File: src/rtl/zvs_pkg.sv
package zvs_pkg;
  typedef enum logic [2:0] {
    PH_IDLE,
    PH_PRIM,
    PH_BLANK,
    PH_SR,
    PH_WAIT,
    PH_AUX,
    PH_DEAD
  } phase_e;
endpackage

File: src/rtl/zvs_param_latch.sv
module zvs_param_latch #(
  parameter int TW = 10
) (
  input  logic          clk_i,
  input  logic          rst_ni,
  input  logic          load_i,
  input  logic          high_line_i,
  input  logic [TW-1:0] period_i,
  input  logic [TW-1:0] zvs_dead_i,
  input  logic [TW-1:0] zvs_on_i,
  input  logic [TW-1:0] sr_blank_i,
  input  logic [TW-1:0] min_on_i,
  output logic          ok_next_o,
  output logic          high_q_o,
  output logic          aux_ok_q_o,
  output logic [TW-1:0] dead_q_o,
  output logic [TW-1:0] blank_q_o,
  output logic [TW-1:0] min_on_q_o,
  output logic [TW-1:0] aux_pre_q_o,
  output logic [TW-1:0] aux_end_q_o,
  output logic [TW-1:0] last_q_o
);
  logic [TW:0]   need;
  logic          ok_d;
  logic [TW-1:0] aux_pre_d, aux_end_d, last_d;

  // pulse must be non-empty and start at count >= 1
  always_comb begin
    need      = {1'b0, zvs_dead_i} + {1'b0, zvs_on_i};
    ok_d      = (zvs_on_i != '0) && (need < {1'b0, period_i});
    aux_pre_d = period_i - zvs_dead_i - zvs_on_i - TW'(1);
    aux_end_d = period_i - zvs_dead_i - TW'(1);
    last_d    = period_i - TW'(1);
  end

  assign ok_next_o = ok_d;

  always_ff @(posedge clk_i or negedge rst_ni) begin
    if (!rst_ni) begin
      high_q_o    <= 1'b0;
      aux_ok_q_o  <= 1'b0;
      dead_q_o    <= '0;
      blank_q_o   <= '0;
      min_on_q_o  <= '0;
      aux_pre_q_o <= '0;
      aux_end_q_o <= '0;
      last_q_o    <= '0;
    end else if (load_i) begin
      high_q_o    <= high_line_i;
      aux_ok_q_o  <= ok_d;
      dead_q_o    <= zvs_dead_i;
      blank_q_o   <= sr_blank_i;
      min_on_q_o  <= min_on_i;
      aux_pre_q_o <= aux_pre_d;
      aux_end_q_o <= aux_end_d;
      last_q_o    <= last_d;
    end
  end

  AST_HOLD_SETTINGS: assert property (@(posedge clk_i) disable iff (!rst_ni)
    !load_i |=> $stable(last_q_o) && $stable(high_q_o) && $stable(aux_pre_q_o))
    else $error("settings changed outside cycle start");
endmodule

File: src/rtl/zvs_cycle_timer.sv
module zvs_cycle_timer #(
  parameter int TW = 10
) (
  input  logic          clk_i,
  input  logic          rst_ni,
  input  logic          restart_i,
  output logic [TW-1:0] cnt_o
);
  localparam logic [TW-1:0] CNT_TOP = '1;

  always_ff @(posedge clk_i or negedge rst_ni) begin
    if (!rst_ni)                cnt_o <= '0;
    else if (restart_i)         cnt_o <= '0;
    else if (cnt_o != CNT_TOP)  cnt_o <= cnt_o + TW'(1);
  end
endmodule

File: src/rtl/zvs_phase_fsm.sv
module zvs_phase_fsm
  import zvs_pkg::*;
#(
  parameter int TW     = 10,
  parameter int MAX_ON = 64
) (
  input  logic          clk_i,
  input  logic          rst_ni,
  input  logic          cs_trip_i,
  input  logic          demag_zero_i,
  input  logic          high_line_i,
  input  logic          ok_next_i,
  input  logic [TW-1:0] cnt_i,
  input  logic          high_q_i,
  input  logic          aux_ok_q_i,
  input  logic [TW-1:0] dead_q_i,
  input  logic [TW-1:0] blank_q_i,
  input  logic [TW-1:0] min_on_q_i,
  input  logic [TW-1:0] aux_pre_q_i,
  input  logic [TW-1:0] aux_end_q_i,
  input  logic [TW-1:0] last_q_i,
  output logic          start_o,
  output logic          prim_o,
  output logic          sr_o,
  output logic          aux_o,
  output logic          skip_o
);
  localparam logic [TW-1:0] MAX_LAST = TW'(MAX_ON - 1);

  phase_e        state_q, state_d;
  logic [TW-1:0] ph_q;
  logic          skip_q, aux_go, skip_hit, prim_off;

  assign prim_off = (cnt_i >= MAX_LAST) || (cs_trip_i && (cnt_i >= min_on_q_i));
  assign aux_go   = high_q_i && aux_ok_q_i && !skip_q && (cnt_i == aux_pre_q_i);
  assign skip_hit = high_q_i && aux_ok_q_i && (cnt_i == aux_pre_q_i) && (state_q != PH_WAIT);

  always_comb begin
    state_d = state_q;
    unique case (state_q)
      PH_IDLE:  state_d = PH_PRIM;
      PH_PRIM:  if (prim_off) state_d = (blank_q_i == '0) ? PH_SR : PH_BLANK;
      PH_BLANK: if (ph_q == blank_q_i - TW'(1)) state_d = PH_SR;
      PH_SR:    if (demag_zero_i) state_d = PH_WAIT;
      PH_WAIT: begin
        if (aux_go)                  state_d = PH_AUX;
        else if (cnt_i >= last_q_i)  state_d = PH_PRIM;
      end
      PH_AUX:   if (cnt_i == aux_end_q_i) state_d = (dead_q_i == '0) ? PH_PRIM : PH_DEAD;
      PH_DEAD:  if (cnt_i == last_q_i) state_d = PH_PRIM;
      default:  state_d = PH_IDLE;
    endcase
  end

  assign start_o = (state_d == PH_PRIM) && (state_q != PH_PRIM);

  always_ff @(posedge clk_i or negedge rst_ni) begin
    if (!rst_ni) begin
      state_q <= PH_IDLE;
      ph_q    <= '0;
      skip_q  <= 1'b0;
    end else begin
      state_q <= state_d;
      ph_q    <= (state_d != state_q) ? '0 : ph_q + TW'(1);
      if (start_o)       skip_q <= high_line_i && !ok_next_i;
      else if (skip_hit) skip_q <= 1'b1;
    end
  end

  assign prim_o = (state_q == PH_PRIM);
  assign sr_o   = (state_q == PH_SR);
  assign aux_o  = (state_q == PH_AUX);
  assign skip_o = skip_q;

  AST_GATE_EXCL: assert property (@(posedge clk_i) disable iff (!rst_ni)
    $onehot0({prim_o, sr_o, aux_o}))
    else $error("gate overlap");
  AST_CS_BLANKED: assert property (@(posedge clk_i) disable iff (!rst_ni)
    prim_o && (cnt_i < min_on_q_i) && (cnt_i < MAX_LAST) |=> prim_o)
    else $error("primary off inside blanking");
  AST_MAX_ON: assert property (@(posedge clk_i) disable iff (!rst_ni)
    prim_o && (cnt_i == MAX_LAST) |=> !prim_o)
    else $error("primary exceeded max on-time");
  AST_SR_DEMAG: assert property (@(posedge clk_i) disable iff (!rst_ni)
    sr_o && demag_zero_i |=> !sr_o)
    else $error("SR held after demag");
  AST_AUX_HIGH_LINE: assert property (@(posedge clk_i) disable iff (!rst_ni)
    aux_o |-> high_q_i && aux_ok_q_i && !skip_q)
    else $error("aux pulse outside valid high-line cycle");
  AST_AUX_TO_PRIM: assert property (@(posedge clk_i) disable iff (!rst_ni)
    $fell(aux_o) && (dead_q_i == '0) |-> prim_o)
    else $error("primary late after aux with zero dead time");
endmodule

File: src/rtl/zvs_gate_ctrl.sv
module zvs_gate_ctrl #(
  parameter int TW     = 10,
  parameter int MAX_ON = 64
) (
  input  logic          clk_i,
  input  logic          rst_ni,
  input  logic          cs_trip_i,
  input  logic          demag_zero_i,
  input  logic          high_line_i,
  input  logic [TW-1:0] period_i,
  input  logic [TW-1:0] zvs_dead_i,
  input  logic [TW-1:0] zvs_on_i,
  input  logic [TW-1:0] sr_blank_i,
  input  logic [TW-1:0] min_on_i,
  output logic          prim_gate_o,
  output logic          sr_gate_o,
  output logic          aux_gate_o,
  output logic          zvs_skip_o
);
  logic          start, ok_next, high_q, aux_ok_q;
  logic [TW-1:0] cnt, dead_q, blank_q, min_on_q, aux_pre_q, aux_end_q, last_q;

  zvs_param_latch #(.TW(TW)) u_latch (
    .clk_i       (clk_i),
    .rst_ni      (rst_ni),
    .load_i      (start),
    .high_line_i (high_line_i),
    .period_i    (period_i),
    .zvs_dead_i  (zvs_dead_i),
    .zvs_on_i    (zvs_on_i),
    .sr_blank_i  (sr_blank_i),
    .min_on_i    (min_on_i),
    .ok_next_o   (ok_next),
    .high_q_o    (high_q),
    .aux_ok_q_o  (aux_ok_q),
    .dead_q_o    (dead_q),
    .blank_q_o   (blank_q),
    .min_on_q_o  (min_on_q),
    .aux_pre_q_o (aux_pre_q),
    .aux_end_q_o (aux_end_q),
    .last_q_o    (last_q)
  );

  zvs_cycle_timer #(.TW(TW)) u_timer (
    .clk_i     (clk_i),
    .rst_ni    (rst_ni),
    .restart_i (start),
    .cnt_o     (cnt)
  );

  zvs_phase_fsm #(.TW(TW), .MAX_ON(MAX_ON)) u_fsm (
    .clk_i        (clk_i),
    .rst_ni       (rst_ni),
    .cs_trip_i    (cs_trip_i),
    .demag_zero_i (demag_zero_i),
    .high_line_i  (high_line_i),
    .ok_next_i    (ok_next),
    .cnt_i        (cnt),
    .high_q_i     (high_q),
    .aux_ok_q_i   (aux_ok_q),
    .dead_q_i     (dead_q),
    .blank_q_i    (blank_q),
    .min_on_q_i   (min_on_q),
    .aux_pre_q_i  (aux_pre_q),
    .aux_end_q_i  (aux_end_q),
    .last_q_i     (last_q),
    .start_o      (start),
    .prim_o       (prim_gate_o),
    .sr_o         (sr_gate_o),
    .aux_o        (aux_gate_o),
    .skip_o       (zvs_skip_o)
  );
endmodule

File: config.mk
export PLATFORM = sky130hd
export DESIGN_NAME = zvs_gate_ctrl
export DESIGN_NICKNAME = d
export VERILOG_FILES = /design/src/rtl/zvs_pkg.sv /design/src/rtl/zvs_param_latch.sv /design/src/rtl/zvs_cycle_timer.sv /design/src/rtl/zvs_phase_fsm.sv /design/src/rtl/zvs_gate_ctrl.sv
export SDC_FILE = /design/constraint.sdc
export NUM_CORES = 1
export LEC_CHECK = 0
export BUFFER_PORTS_ARGS = -buffer_cell sky130_fd_sc_hd__buf_2
export CORE_ASPECT_RATIO = 1.2
export CORE_MARGIN = 2
export CORE_UTILIZATION = 60
export DETAILED_ROUTE_END_ITERATION = 6
export PLACE_DENSITY = 0.8
export SLEW_MARGIN = 10
export SYNTH_ARGS = -nofsm -noshare
export SYNTH_HDL_FRONTEND = slang
export SYNTH_SLANG_ARGS = --single-unit
File: constraint.sdc
create_clock -name clk_i -period 4.1 [get_ports clk_i]
set_input_delay 0.41 -clock clk_i [delete_from_list [all_inputs] [get_ports clk_i]]
set_output_delay 0.41 -clock clk_i [all_outputs]
set_load 0.1 [all_outputs]
==> reports/qor.log <==
[outcome] run status complete, no violations
[cts] Max H-tree Level 3
[worst_hold_path] class of the tightest hold or removal check in2async
[synthesis] post-synth net total 798
[timing] normalized max-slew margin 26.4%
[synthesis] register bit count reported by yosys 86
[synthesis] post-synthesis cell type with the largest combined area dfrtp_1
[cells_and_area] post-route design area 6920 µm²
[cts] library cell used as clock root buffer clkbuf_16
[synthesis] Cells after Synth 678
[die] die outline width 97.0 µm
[cts] later-pin clock latency in the skew report 0.34 ns
[power_and_ir_drop] cell leakage power 3.23 nW
[timing] number of max-slew violations in the final report 0
[die] height of the die 116 µm
[worst_setup_path] startpoint types flip-flop
[die] std cell rows 40
[cts] CTS sink count 86
[die] top-level port count 59
[routing] total iterations of the first detailed-routing run 4
[cells_and_area] layout overhead on the synthesized area 11.1%
[synthesis] sequential fraction of the synthesis area 34.5%
[placement] cell total after placement 844
[cts] clock-pin slew on the worst setup and hold paths 0.06 ns
[timing] top achievable clock speed 0.274 GHz
[cells_and_area] number of nets at the end of the flow 849
[cells_and_area] number of standard cells in the final layout excluding fillers 859
[synthesis] largest cells by area after synthesis dfrtp_1 35%, ha_1 12%, xnor2_1 8.2%
[synthesis] average cell area after synthesis 9.19 µm²
[die] Die Outline Area 11,200 µm²
[cts] PostCTS Resize Cnt 0
[synthesis] ys async rst share 100%
[cts] buffers inserted during post-CTS setup optimization 0
[timing] final setup violating endpoints 0
[global_routing] via count of the first global-routing pass 5,199
[die] initial core utilization 61.9%
[worst_setup_path] RR Startpoint u_latch.blank_q_o[2]
[synthesis] most frequent cells after synthesis 86 x dfrtp_1, 74 x inv_1, 62 x ha_1, 58 x xnor2_1, 53 x nor2_1
[synthesis] Post-synth EDFFs 0
[cells_and_area] # diodes 0
[worst_setup_path] kind of end point of the critical path flip-flop
[global_routing] maximum number of pins on one net before global-route repair 89
[routing] count of unresolved DRC violations after routing 0
[timing] unrepaired setup endpoints after global routing no
[routing] total vias in the final route 4,973
[synthesis] cell with the most instances after synthesis dfrtp_1
[timing] transition time at the pin with the least slew margin 1.10 ns
[placement] pre-CTS WS 0.300 ns
[synthesis] Synth Flop Type dfrtp_1
[die] placeable core area 10,100 µm²
[cells_and_area] share of post-route cells with drive strength above 1 12.7%
[worst_setup_path] logic depth of the worst register-to-register path 8
[global_routing] antenna violations before repair 0
[routing] DR iter-0 viols 217
[power_and_ir_drop] overall power of the completed layout 4.53 mW
[cts] CTS Buf Count 9
[worst_setup_path] reg-to-reg endpoint u_latch.aux_end_q_o[2]
[synthesis] area fraction of the dominant cell type after synthesis 34.5%
[global_routing] overall track demand over capacity in global routing 26.3%
[worst_setup_path] worst reg-to-reg setup slack 0.45 ns
[timing] final number of hold-violating endpoints 0
[worst_setup_path] critical path arrival 3.86 ns
[worst_setup_path] CP Class reg2reg
[timing] shortest clock period the worst path allows after layout 3.65 ns
[routing] antenna viol nets, final 0
[timing] post-route fraction of the period consumed by the critical path 89.0%
[timing] final worst-path setup slack 0.452 ns
[synthesis] number of distinct library cells after synthesis 53
[worst_setup_path] worst-path fanout max 88
[power_and_ir_drop] pwr/cell area 655 nW/µm²
[global_routing] global-route wire length before repair 23,600 µm
[timing] setup TNS 0 ns
[routing] wire length per cell 16.1 µm
[flow_run] maxcap violations 0
[placement] count of buffers inserted at the top-level ports 58
[cts] clock tree from TritonCTS done
[placement] detailed-placement wirelength estimate 10,700 µm
[routing] ratio of routed vias to standard cells 5.79
[worst_setup_path] Crit path required time 4.31 ns
[power_and_ir_drop] maximum vdd drop 0.270 mV
[synthesis] netlist area before placement 6230 µm²
[synthesis] Yosys warning total 0
[timing] clk_skew 0.00693 ns
[cts] maximum clock path buffer count 2
[placement] placement-stage cell area 6630 µm²
[placement] Final Wtd Congestion 0.863
[routing] final wirelength 13,800 µm
[cts] number of buffers inserted by hold repair at cts 0
[global_routing] gr ovfl total 0
## registers in the layout, summed over array words and instances, names as in the netlist, 3 cells and up
| name | cells |
|---|---|
| u_fsm.ph_q | 10 |
| u_fsm.state_q | 3 |
| u_latch.aux_end_q_o | 10 |
| u_latch.aux_pre_q_o | 10 |
| u_latch.blank_q_o | 10 |
| u_latch.dead_q_o | 10 |
| u_latch.last_q_o | 10 |
| u_latch.min_on_q_o | 10 |
| u_timer.cnt_o | 10 |
## worst max-delay path by stage
stage                         startpoint                     end  slack [ns]  cells after the start
finish              u_latch.blank_q_o[2]  u_latch.aux_end_q_o[2]        0.45                      8
global route        u_latch.blank_q_o[2]  u_latch.aux_end_q_o[2]        0.26                      8
CTS                 u_latch.blank_q_o[3]  u_latch.aux_end_q_o[2]        0.44                      8
detailed placement           period_i[0]  u_latch.aux_pre_q_o[9]        0.30                     16
global placement             period_i[0]  u_latch.aux_pre_q_o[9]        0.37                     16
floorplan                    period_i[0]  u_latch.aux_pre_q_o[9]        0.69                     15
## cells in the final DEF, fill, tap and decap left out, types with 22 or more instances in the layout
cell type | Yosys | routed
a21oi_1 | 29 | 29
buf_2 | 5 | 57
inv_1 | 74 | 74
xor2_1 | 28 | 28
nand3_1 | 24 | 24
nor2_1 | 53 | 53
ha_1 | 62 | 62
xnor2_1 | 58 | 58
dfrtp_1 | 86 | 86
mux2_1 | 22 | 22
nand2_1 | 43 | 43
o21ai_0 | 36 | 36
## per-stage QoR
step / utilization [%] / hold WS [ns]
4_1_cts: 68.8 / 0.272
2_1_floorplan: - / 0.114
3_3_place_gp: 65.9 / 0.470
5_1_grt: 68.8 / 0.279
6_report: 68.8 / 0.250
3_5_place_dp: 65.9 / 0.477
## layout make-up
cell class / instances / area (µm²)
tap: 126 / 158
timing repair buffer: 61 / 328
multi-input combinational: 497 / 3710
sequential: 86 / 2150
inverter: 74 / 278
fill: 781 / 3140
clock buffer: 11 / 243
clock inverter: 4 / 47.5
## cell families (layout without fill, tap and decap cells)
logic type / Yosys count / count (layout) / synth area share [%]
XOR/XNOR: 86 / 86 / 12.1
AND/OR/NAND/NOR: 190 / 190 / 15.0
buffers and inverters: 95 / 150 / 6.13
multiplexers: 39 / 39 / 6.97
adder cells (fa/ha/maj): 65 / 65 / 13.4
flip-flops: 86 / 86 / 34.5
AO/OA/AOI/OAI: 117 / 117 / 11.9
## routing by layer
layer / wire length [µm] / up-vias / global-route usage [%]
met1: 5530 / 2359 / 29.1
met3: 569 / 39 / 5.37
met4: 573 / 0 / 13.6
li1: - / 2447 / -
met5: 0 / - / 0
met2: 7160 / 128 / 48.3
## where the power goes
group	internal (mW)	total (mW)	switching, mW
Combinational	0.931	2.14	1.21
Clock	0.483	0.808	0.325
Sequential	1.24	1.58	0.349
## worst max-delay path, cell delays in order (launching register included)
cell       delay [ns]
dfrtp_1          0.45
or4_1            0.56
or4_4            0.45
nor4b_1          0.26
nor2_1           0.07
a2111o_1         0.47
a2111oi_4        0.46
buf_12           0.39
mux2_1           0.39
Power figures use the tool's default switching activity.
